## src/rtl/rst_seq_pkg.sv

```systemverilog
package rst_seq_pkg;

    typedef enum logic [2:0] {
        ST_STAB    = 3'd0,
        ST_PINWAIT = 3'd1,
        ST_RUN     = 3'd2,
        ST_DRIVE   = 3'd3,
        ST_GAP     = 3'd4,
        ST_WAITHI  = 3'd5
    } seq_state_t;

    typedef enum logic [1:0] {
        CAUSE_EXT  = 2'd0,
        CAUSE_WDOG = 2'd1,
        CAUSE_CMON = 2'd2
    } cause_t;

endpackage

```

## src/rtl/rst_seq_sync.sv

```systemverilog
module rst_seq_sync #(
    parameter int STAGES = 2
) (
    input  logic clk,
    input  logic por_n,
    input  logic d_i,
    output logic q_o
);
    logic [STAGES-1:0] chain;

    always_ff @(posedge clk or negedge por_n) begin
        if (!por_n) begin
            chain <= '0;
        end else begin
            chain <= {chain[STAGES-2:0], d_i};
        end
    end

    assign q_o = chain[STAGES-1];
endmodule

```

## src/rtl/rst_seq_arb.sv

```systemverilog
module rst_seq_arb
    import rst_seq_pkg::*;
(
    input  logic   cmon_i,
    input  logic   wdog_i,
    input  logic   pin_low_i,
    output logic   hit_o,
    output cause_t cause_o
);
    always_comb begin
        hit_o   = cmon_i | wdog_i | pin_low_i;
        if (cmon_i) begin
            cause_o = CAUSE_CMON;
        end else if (wdog_i) begin
            cause_o = CAUSE_WDOG;
        end else begin
            cause_o = CAUSE_EXT;
        end
    end
endmodule

```

## src/rtl/rst_seq_flags.sv

```systemverilog
module rst_seq_flags
    import rst_seq_pkg::*;
(
    input  logic   clk,
    input  logic   por_n,
    input  logic   clr_i,
    input  logic   set_i,
    input  cause_t cause_i,
    output logic   por_o,
    output logic   ext_o,
    output logic   wdog_o,
    output logic   cmon_o
);
    always_ff @(posedge clk or negedge por_n) begin
        if (!por_n) begin
            por_o  <= 1'b1;
            ext_o  <= 1'b0;
            wdog_o <= 1'b0;
            cmon_o <= 1'b0;
        end else if (clr_i) begin
            por_o  <= 1'b0;
            ext_o  <= 1'b0;
            wdog_o <= 1'b0;
            cmon_o <= 1'b0;
        end else if (set_i) begin
            ext_o  <= (cause_i == CAUSE_EXT);
            wdog_o <= (cause_i == CAUSE_WDOG);
            cmon_o <= (cause_i == CAUSE_CMON);
        end
    end
endmodule

```

## src/rtl/rst_seq_ctrl.sv

```systemverilog
module rst_seq_ctrl
    import rst_seq_pkg::*;
#(
    parameter int STAB_CYCLES  = 4064,
    parameter int DRIVE_CYCLES = 4,
    parameter int SAMPLE_GAP   = 2,
    parameter int SYNC_STAGES  = 2
) (
    input  logic clk,
    input  logic por_n,
    input  logic pin_in,
    output logic pin_drive_low,
    input  logic wdog_req,
    input  logic cmon_req,
    output logic core_rst,
    output logic flag_por,
    output logic flag_ext,
    output logic flag_wdog,
    output logic flag_cmon
);
    // Gap covers synchroniser latency so the decision sees raw cycle SAMPLE_GAP.
    localparam int GAP_CYCLES = SAMPLE_GAP + SYNC_STAGES + 1;
    localparam int MAX_A      = (STAB_CYCLES > DRIVE_CYCLES) ? STAB_CYCLES : DRIVE_CYCLES;
    localparam int CNT_MAX    = (MAX_A > GAP_CYCLES) ? MAX_A : GAP_CYCLES;
    localparam int CNT_W      = $clog2(CNT_MAX + 1);
    localparam logic [CNT_W-1:0] STAB_LAST  = CNT_W'(STAB_CYCLES - 1);
    localparam logic [CNT_W-1:0] DRIVE_LAST = CNT_W'(DRIVE_CYCLES - 1);
    localparam logic [CNT_W-1:0] GAP_LAST   = CNT_W'(GAP_CYCLES - 1);
    localparam logic [CNT_W-1:0] CNT_ONE    = CNT_W'(1);

    seq_state_t       state, state_nxt;
    logic [CNT_W-1:0] cnt, cnt_nxt;
    cause_t           cause_q, arb_cause, flag_cause;
    logic             pin_hi, arb_hit, cause_ld, classify, leave_run;

    rst_seq_sync #(.STAGES(SYNC_STAGES)) u_sync (
        .clk   (clk),
        .por_n (por_n),
        .d_i   (pin_in),
        .q_o   (pin_hi)
    );

    rst_seq_arb u_arb (
        .cmon_i    (cmon_req),
        .wdog_i    (wdog_req),
        .pin_low_i (~pin_hi),
        .hit_o     (arb_hit),
        .cause_o   (arb_cause)
    );

    // State register
    always_ff @(posedge clk or negedge por_n) begin
        if (!por_n) begin
            state   <= ST_STAB;
            cnt     <= '0;
            cause_q <= CAUSE_EXT;
        end else begin
            state <= state_nxt;
            cnt   <= cnt_nxt;
            if (cause_ld) begin
                cause_q <= arb_cause;
            end
        end
    end

    // Next state
    always_comb begin
        state_nxt = state;
        cnt_nxt   = cnt;
        cause_ld  = 1'b0;
        classify  = 1'b0;
        leave_run = 1'b0;
        unique case (state)
            ST_STAB: begin
                if (cnt == STAB_LAST) begin
                    cnt_nxt   = '0;
                    state_nxt = pin_hi ? ST_RUN : ST_PINWAIT;
                end else begin
                    cnt_nxt = cnt + CNT_ONE;
                end
            end
            ST_PINWAIT: begin
                if (pin_hi) begin
                    state_nxt = ST_RUN;
                end
            end
            ST_RUN: begin
                if (arb_hit) begin
                    state_nxt = ST_DRIVE;
                    cnt_nxt   = '0;
                    cause_ld  = 1'b1;
                    leave_run = 1'b1;
                end
            end
            ST_DRIVE: begin
                if (cnt == DRIVE_LAST) begin
                    state_nxt = ST_GAP;
                    cnt_nxt   = '0;
                end else begin
                    cnt_nxt = cnt + CNT_ONE;
                end
            end
            ST_GAP: begin
                if (cnt == GAP_LAST) begin
                    state_nxt = ST_WAITHI;
                    cnt_nxt   = '0;
                    classify  = 1'b1;
                end else begin
                    cnt_nxt = cnt + CNT_ONE;
                end
            end
            ST_WAITHI: begin
                if (pin_hi) begin
                    state_nxt = ST_RUN;
                end
            end
            default: begin
                state_nxt = ST_STAB;
                cnt_nxt   = '0;
            end
        endcase
    end

    // Outputs
    always_comb begin
        pin_drive_low = (state == ST_DRIVE);
        core_rst      = (state != ST_RUN);
        flag_cause    = pin_hi ? cause_q : CAUSE_EXT;
    end

    rst_seq_flags u_flags (
        .clk     (clk),
        .por_n   (por_n),
        .clr_i   (leave_run),
        .set_i   (classify),
        .cause_i (flag_cause),
        .por_o   (flag_por),
        .ext_o   (flag_ext),
        .wdog_o  (flag_wdog),
        .cmon_o  (flag_cmon)
    );
endmodule

```

## config.mk

```make
export PLATFORM = sky130hd
export DESIGN_NAME = rst_seq_ctrl
export DESIGN_NICKNAME = d
export VERILOG_FILES = /design/src/rtl/rst_seq_pkg.sv /design/src/rtl/rst_seq_sync.sv /design/src/rtl/rst_seq_arb.sv /design/src/rtl/rst_seq_flags.sv /design/src/rtl/rst_seq_ctrl.sv
export SDC_FILE = /design/constraint.sdc
export NUM_CORES = 1
export LEC_CHECK = 0
export ABC_AREA = 0
export BUFFER_PORTS_ARGS = -buffer_cell sky130_fd_sc_hd__buf_4
export CAP_MARGIN = 15
export CORE_ASPECT_RATIO = 0.6
export CORE_MARGIN = 5
export CORE_UTILIZATION = 50
export DETAILED_ROUTE_END_ITERATION = 16
export GPL_TIMING_DRIVEN = 0
export PLACE_DENSITY_LB_ADDON = 0.08
export SLEW_MARGIN = 30
export SYNTH_ARGS = -nofsm -noshare
export SYNTH_HDL_FRONTEND = slang
export SYNTH_SLANG_ARGS = --single-unit
```

## constraint.sdc

```tcl
create_clock -name clk -period 2.3 [get_ports clk]
set_input_delay 0.46 -clock clk [delete_from_list [all_inputs] [get_ports clk]]
set_output_delay 0.46 -clock clk [all_outputs]
set_load 0.01 [all_outputs]
```

==> results.toml, run 1 <==
[clocking]
cts-buffers-inserted = 3
tritoncts = "built"
maximum_clock_insertion_buffer_count = 2
clock-sinks = 23
path_clk_slew_ps = 80
clkLatencyLatePin_ps = 270
ctsHtreeMaxLevel = 1
cts.root.buffer_cell = "clkbuf_8"

[route]
route.antenna.remaining_nets = 0
post_drt_wl_per_cell_um = 15.8
avgViaCountPerCell = 6.06
vias = 1097
drt_iter0_markers = 113
post-route-drc-count = 0
first_pass_iters = 5
routed_wirelength_mm = 2.86

[sta]
period_share_pct = 95.3
timing.fmax_ghz = 0.456
final_critical_path_setup_slack_ps = 108
setup_violations = 0
tightestPinTransition_ps = 611
finalHoldViolations = 0
unrepaired_setup_endpoints_after_global_routing = "false"
slew_headroom_pct = 58.8
maxSlewViolCount = 0
setup_total_negative_slack_ps = 0
holdWs_ps = 71.5
worst_setup_skew_after_layout_ps = 10.4
final.min_clock_period_ps = 2190

[setup_path]
critical_path.cell_chain = "or4_4 -> nor4_4 -> o22ai_1 -> or2_2 -> a22o_1"
slowest_delay_ps = 590
reg2reg_depth = 5
crit_path_end_kind = "flip-flop"
critPathBufInv = 0
r2r_end = "cnt[1]"
worst-setup-path-type = "flip-flop to flip-flop"
path_depth = 5
timing.rr.start = "cnt[5]"
crit_path_max_fanout = 5
timing.reg2reg.setup_slack_ps = 110
setup.worst_path.end = "cnt[1]"
worst-endpoint-arrival_ps = 2340
crit_start = "cnt[5]"
crit_path_top_delay_cell = "or4_4"
critical_path.top_delay_family = "simple AND/OR/NAND/NOR gates"
setup.worst_path.start_class = "flip-flop"
data_required_time_of_the_worst_path_ps = 2450

[die]
starting_density_of_the_core_pct = 50.9
rows = 14
pin_count = 11
die_area_um2 = 3630
die-width_um = 74.5
placeableCoreArea_um2 = 2450
die_y_um = 48.7

[grt]
globalRouteOverflowTotal = 0
first_global_vias = 987
maximum_number_of_pins_on_one_net_before_global_route_repair = 24
grt_antenna_before_repair = 0
grt_use_total_pct = 16.9
global_route_wire_length_before_repair_mm = 4.80

[finish]
utilization_after_layout_pct = 61.0
final_design_area_no_fill_um2 = 1500
final_layout_size_suffix_gt1_share_pct = 21.5
finalNetCount = 157
layout.filler_cells = 207
antenna_cells = 0
area_growth_syn_to_layout_pct = 19.8

[placed_design]
dpl.hpwl_mm = 2.00
numPortBuffers = 10
preCtsSetupSlack_ps = -132
placedInstanceArea_um2 = 1360
gp_congestion = 0.817

[run]
maximum_capacitance_violations = 0

[logic_synthesis]
syn-mean-instance-area_um2 = 9.39
post_synth_edffs = 0
netlist-cell-type-count = 40
synth_top_flop_cell = "dfrtp_1"
yosysWarningCount = 0
ys_async_sr_fraction_pct = 100
synth.net_count = 140
yosys-top-cells-area = "dfrtp_1, o21ai_0, nand2_1"
synth_sequential_area_ratio_pct = 46.2
ys_ff_latch = 23
synth.largest_area_cell = "dfrtp_1"
netlist_instances = 133
synth_area_um2 = 1250
yosysTopAreaCellShare_pct = 44.1

[power]
vdd_drop_max_uv = 637
leakagePower_nw = 0.631
cell_pwr_density_nw_per_um2 = 1080

[min_path]
min-delay-path-class = "input pin to asynchronous set/reset pin"

[status]
status = "finished, final reports clean"
## through the flow
| step | total power (W) | cells |
|---|---|---|
| 3_5_place_dp | 0.00126 | 175 |
| 2_1_floorplan | 0.00106 | 133 |
| 5_1_grt | 0.00173 | 181 |
| 3_3_place_gp | 0.00124 | 175 |
| 4_1_cts | 0.00153 | 179 |
| 6_report | 0.00162 | 181 |
## final cells by class
type | instances | area [um2] | share of cell area, %
inverters | 9 | 33.8 | 2.26
flip-flops and latches | 23 | 577 | 38.5
repair buffers | 12 | 90.1 | 6.02
multi-input cells | 95 | 686 | 45.8
plain buffers | 6 | 25.0 | 1.67
clock buffers | 4 | 45.0 | 3.01
well taps | 32 | 40.0 | 2.68
## cell usage after synthesis, types with 3 or more instances
library cell and instances:
o221ai_1 3, o21ai_0 10, nand3_1 3, dfrtp_1 22
or4_1 3, or3_1 3, o22ai_1 4, mux2i_1 3
o31ai_1 4, nand2_1 12, a21oi_1 7, nand2b_1 3
inv_1 9, nor2_1 7, nor4_1 3, clkbuf_1 4
nor3_1 4
## state kept, by name, indices dropped and copies added, names as in the netlist
| name | count |
|---|---|
| cnt | 12 |
| state | 3 |
| cause_q | 2 |
| u_sync.chain | 2 |
| u_flags.cmon_o | 1 |
| u_flags.ext_o | 1 |
| u_flags.por_o | 1 |
| u_flags.wdog_o | 1 |
## cell usage in the layout, fill, tap and decap left out, types with 3 or more instances in the layout
master,instances
clkbuf_8,3
nand2_1,12
o31ai_1,4
or3_1,3
dfrtp_1,22
inv_1,9
nand2b_1,3
a21oi_1,7
o22ai_1,4
o21ai_0,10
o221ai_1,3
nand3_1,3
nor2_1,6
nor4_4,3
nor3_1,4
buf_4,12
clkbuf_1,5
mux2i_1,3
## per-layer routing
metal | up-vias | track usage, % | wire [um]
met3 | 2 | 5.79 | 202
met2 | 41 | 22.0 | 1210
met4 | 0 | 2.37 | 6
met5 | - | 0 | 0
li1 | 529 | - | -
met1 | 525 | 26.9 | 1450
## worst min-delay path by stage
stage / startpoint / endpoint / slack, ps
2_1_floorplan: por_n / cause_q[0] / 160
3_3_place_gp: u_sync.chain[0] / u_sync.chain[1] / 330
3_5_place_dp: u_sync.chain[0] / u_sync.chain[1] / 360
4_1_cts: por_n / cnt[11] / 80
5_1_grt: por_n / cnt[11] / 90
6_report: por_n / cnt[11] / 70
## repair_timing
item                       4_1_cts  5_1_grt
buffers inserted                 0        2
pin swaps                        0        1
hold endpoints to repair         0        0
gates cloned                     0        0
hold buffers                     0        0
gates resized for setup          2       10
setup endpoints to repair        9       13
## where the power goes
group	leakage, nW	internal (W)	switching, W
registers	0.300	0.000481	0.0000629
logic	0.307	0.000292	0.000532
clock network	0.0228	0.000124	0.000126
total	0.631	0.000897	0.000721
## worst register-to-register path: stages, from the launching register on
cell and delay (ps):
dfrtp_1 420, or4_4 590, nor4_4 330, o22ai_1 130, or2_2 370, a22o_1 250
## logic make-up after synthesis
family / synth area share (%)
flip-flops: 46.2
multiplexers: 2.40
AO/OA/AOI/OAI: 21.4
AND/OR/NAND/NOR: 23.2
adder cells (fa/ha/maj): 2.00
buffers and inverters: 4.71
Power figures use the tool's default switching activity.
==> run 2, diff against run 1 <==
--- a/config.mk
+++ b/config.mk
@@ -14,7 +14,8 @@
 export DETAILED_ROUTE_END_ITERATION = 16
 export GPL_TIMING_DRIVEN = 0
 export PLACE_DENSITY_LB_ADDON = 0.08
-export SLEW_MARGIN = 30
+export RECOVER_POWER = 25
+export SLEW_MARGIN = 40
 export SYNTH_ARGS = -nofsm -noshare
 export SYNTH_HDL_FRONTEND = slang
 export SYNTH_SLANG_ARGS = --single-unit
==> results.toml, run 2 (synthesis gave the netlist of run 1 again) <==
[finish]
reg.largest.list = "cnt (12), state (3)"
utilization_after_layout_pct = 60.7
finalNetCount = 157
antenna_cells = 0
area_growth_syn_to_layout_pct = 19.1
layout.cells.most_common = "dfrtp_1"
largest-register = "cnt"
final_layout_size_suffix_gt1_share_pct = 20.8
largest_register_ffs = 12
final_cell_mix = "dfrtp_1, nand2_1, buf_4"

[sta]
holdWs_ps = 304
setup_total_negative_slack_ps = 0
slew_headroom_pct = 19.8
timing.fmax_ghz = 0.449
finalHoldViolations = 0
maxSlewViolCount = 0
final_critical_path_setup_slack_ps = 71.8
setup_violations = 0
tightestPinTransition_ps = 1200
worst_setup_skew_after_layout_ps = 9.21
period_share_pct = 96.9
final.min_clock_period_ps = 2230

[die]
die-width_um = 74.5
die_area_um2 = 3630
starting_density_of_the_core_pct = 50.9
placeableCoreArea_um2 = 2450
rows = 14
die_y_um = 48.7
pin_count = 11

[setup_path]
worst-endpoint-arrival_ps = 2360
crit_path_end_kind = "flip-flop"
crit_path_max_fanout = 10
setup.worst_path.start_class = "flip-flop"
data_required_time_of_the_worst_path_ps = 2430
worst-setup-path-type = "flip-flop to flip-flop"

[route]
avgViaCountPerCell = 5.94
routed_wirelength_mm = 2.89
drt_iter0_markers = 171
post_drt_wl_per_cell_um = 15.9
route.antenna.remaining_nets = 0
first_pass_iters = 4
vias = 1075
post-route-drc-count = 0

[status]
status = "finished, final reports clean"

[placed_design]
numPortBuffers = 10
preCtsSetupSlack_ps = -132
gp_congestion = 0.817
dpl.hpwl_mm = 2.00

[run]
maximum_capacitance_violations = 0

[clocking]
ctsHtreeMaxLevel = 1
path_clk_slew_ps = 70
cts.root.buffer_cell = "clkbuf_8"
maximum_clock_insertion_buffer_count = 2
clkLatencyLatePin_ps = 270
tritoncts = "built"
cts-buffers-inserted = 3
clock-sinks = 23

[grt]
maximum_number_of_pins_on_one_net_before_global_route_repair = 24
grt_antenna_before_repair = 0
globalRouteOverflowTotal = 0
grt_use_total_pct = 16.9
global_route_wire_length_before_repair_mm = 4.80
first_global_vias = 987

[min_path]
min-delay-path-class = "input pin to flip-flop"

[power]
cell_pwr_density_nw_per_um2 = 1080
leakagePower_nw = 0.626
vdd_drop_max_uv = 640
==> run 2: cell count changes in the layout (fill, tap and decap cells not counted) <==
cell      before  now
buf_4         12   11
nor2_4         2    1
nor2_2         0    1
clkbuf_1       5    6
==> run 2: worst max-delay path: stages (launching register included) <==
cell and delay, ps:
dfrtp_1 420, or4_4 590, nor4_4 330, o22ai_1 140
buf_2 220, nor2_2 270, o32ai_1 140
==> run 2: cell type report <==
class	instances	area [um2]
fill	212	965
multi-input combinational	95	681
sequential	23	577
timing repair buffer	12	86.3
clock buffer	4	45.0
tap	32	40.0
inverter	9	33.8
buffer	6	25.0
==> run 2: routing by layer <==
| layer | routed length [um] | part of all wire (%) | global-route usage, % |
|---|---|---|---|
| met1 | 1520 | 53 | 26.9 |
| met2 | 1200 | 42 | 22.0 |
| met3 | 158 | 5.5 | 5.79 |
| met4 | 6 | 0.21 | 2.37 |
| met5 | 0 | 0 | 0 |
==> run 2: final timing paths <==
kind | from | to | slack (ps) | cells after the start
hold / removal | pin_in | u_sync.chain[0] | 300 | 1
min in group asynchronous | por_n | cnt[11] | 420 | 1
max in group asynchronous | por_n | cnt[4] | 1160 | 1
setup / recovery | cnt[5] | cnt[3] | 70 | 6
setup reg to reg | cnt[5] | cnt[3] | 70 | 6
hold reg to reg | u_sync.chain[0] | u_sync.chain[1] | 380 | 0
==> run 2: what timing repair did <==
item                                    4_1_cts  5_1_grt
hold buffers                                  0        0
endpoints found under the setup margin        9       13
pin swaps                                     0        1
gates resized for setup                       2        7
buffers inserted                              0        2
==> run 2: per-stage QoR <==
step	area [um2]	total power [W]	std cells
finish	1490	0.00160	181
global route	1490	0.00171	181
CTS	1420	0.00153	179
detailed placement	1360	0.00126	175
global placement	1360	0.00124	175
floorplan	1250	0.00106	133
==> run 2: report_power, final <==
group	switching, W	leakage (nW)	internal (W)
Sequential	0.0000626	0.300	0.000481
Clock	0.000128	0.0228	0.000124
Combinational	0.000520	0.303	0.000285
Total	0.000711	0.626	0.000890
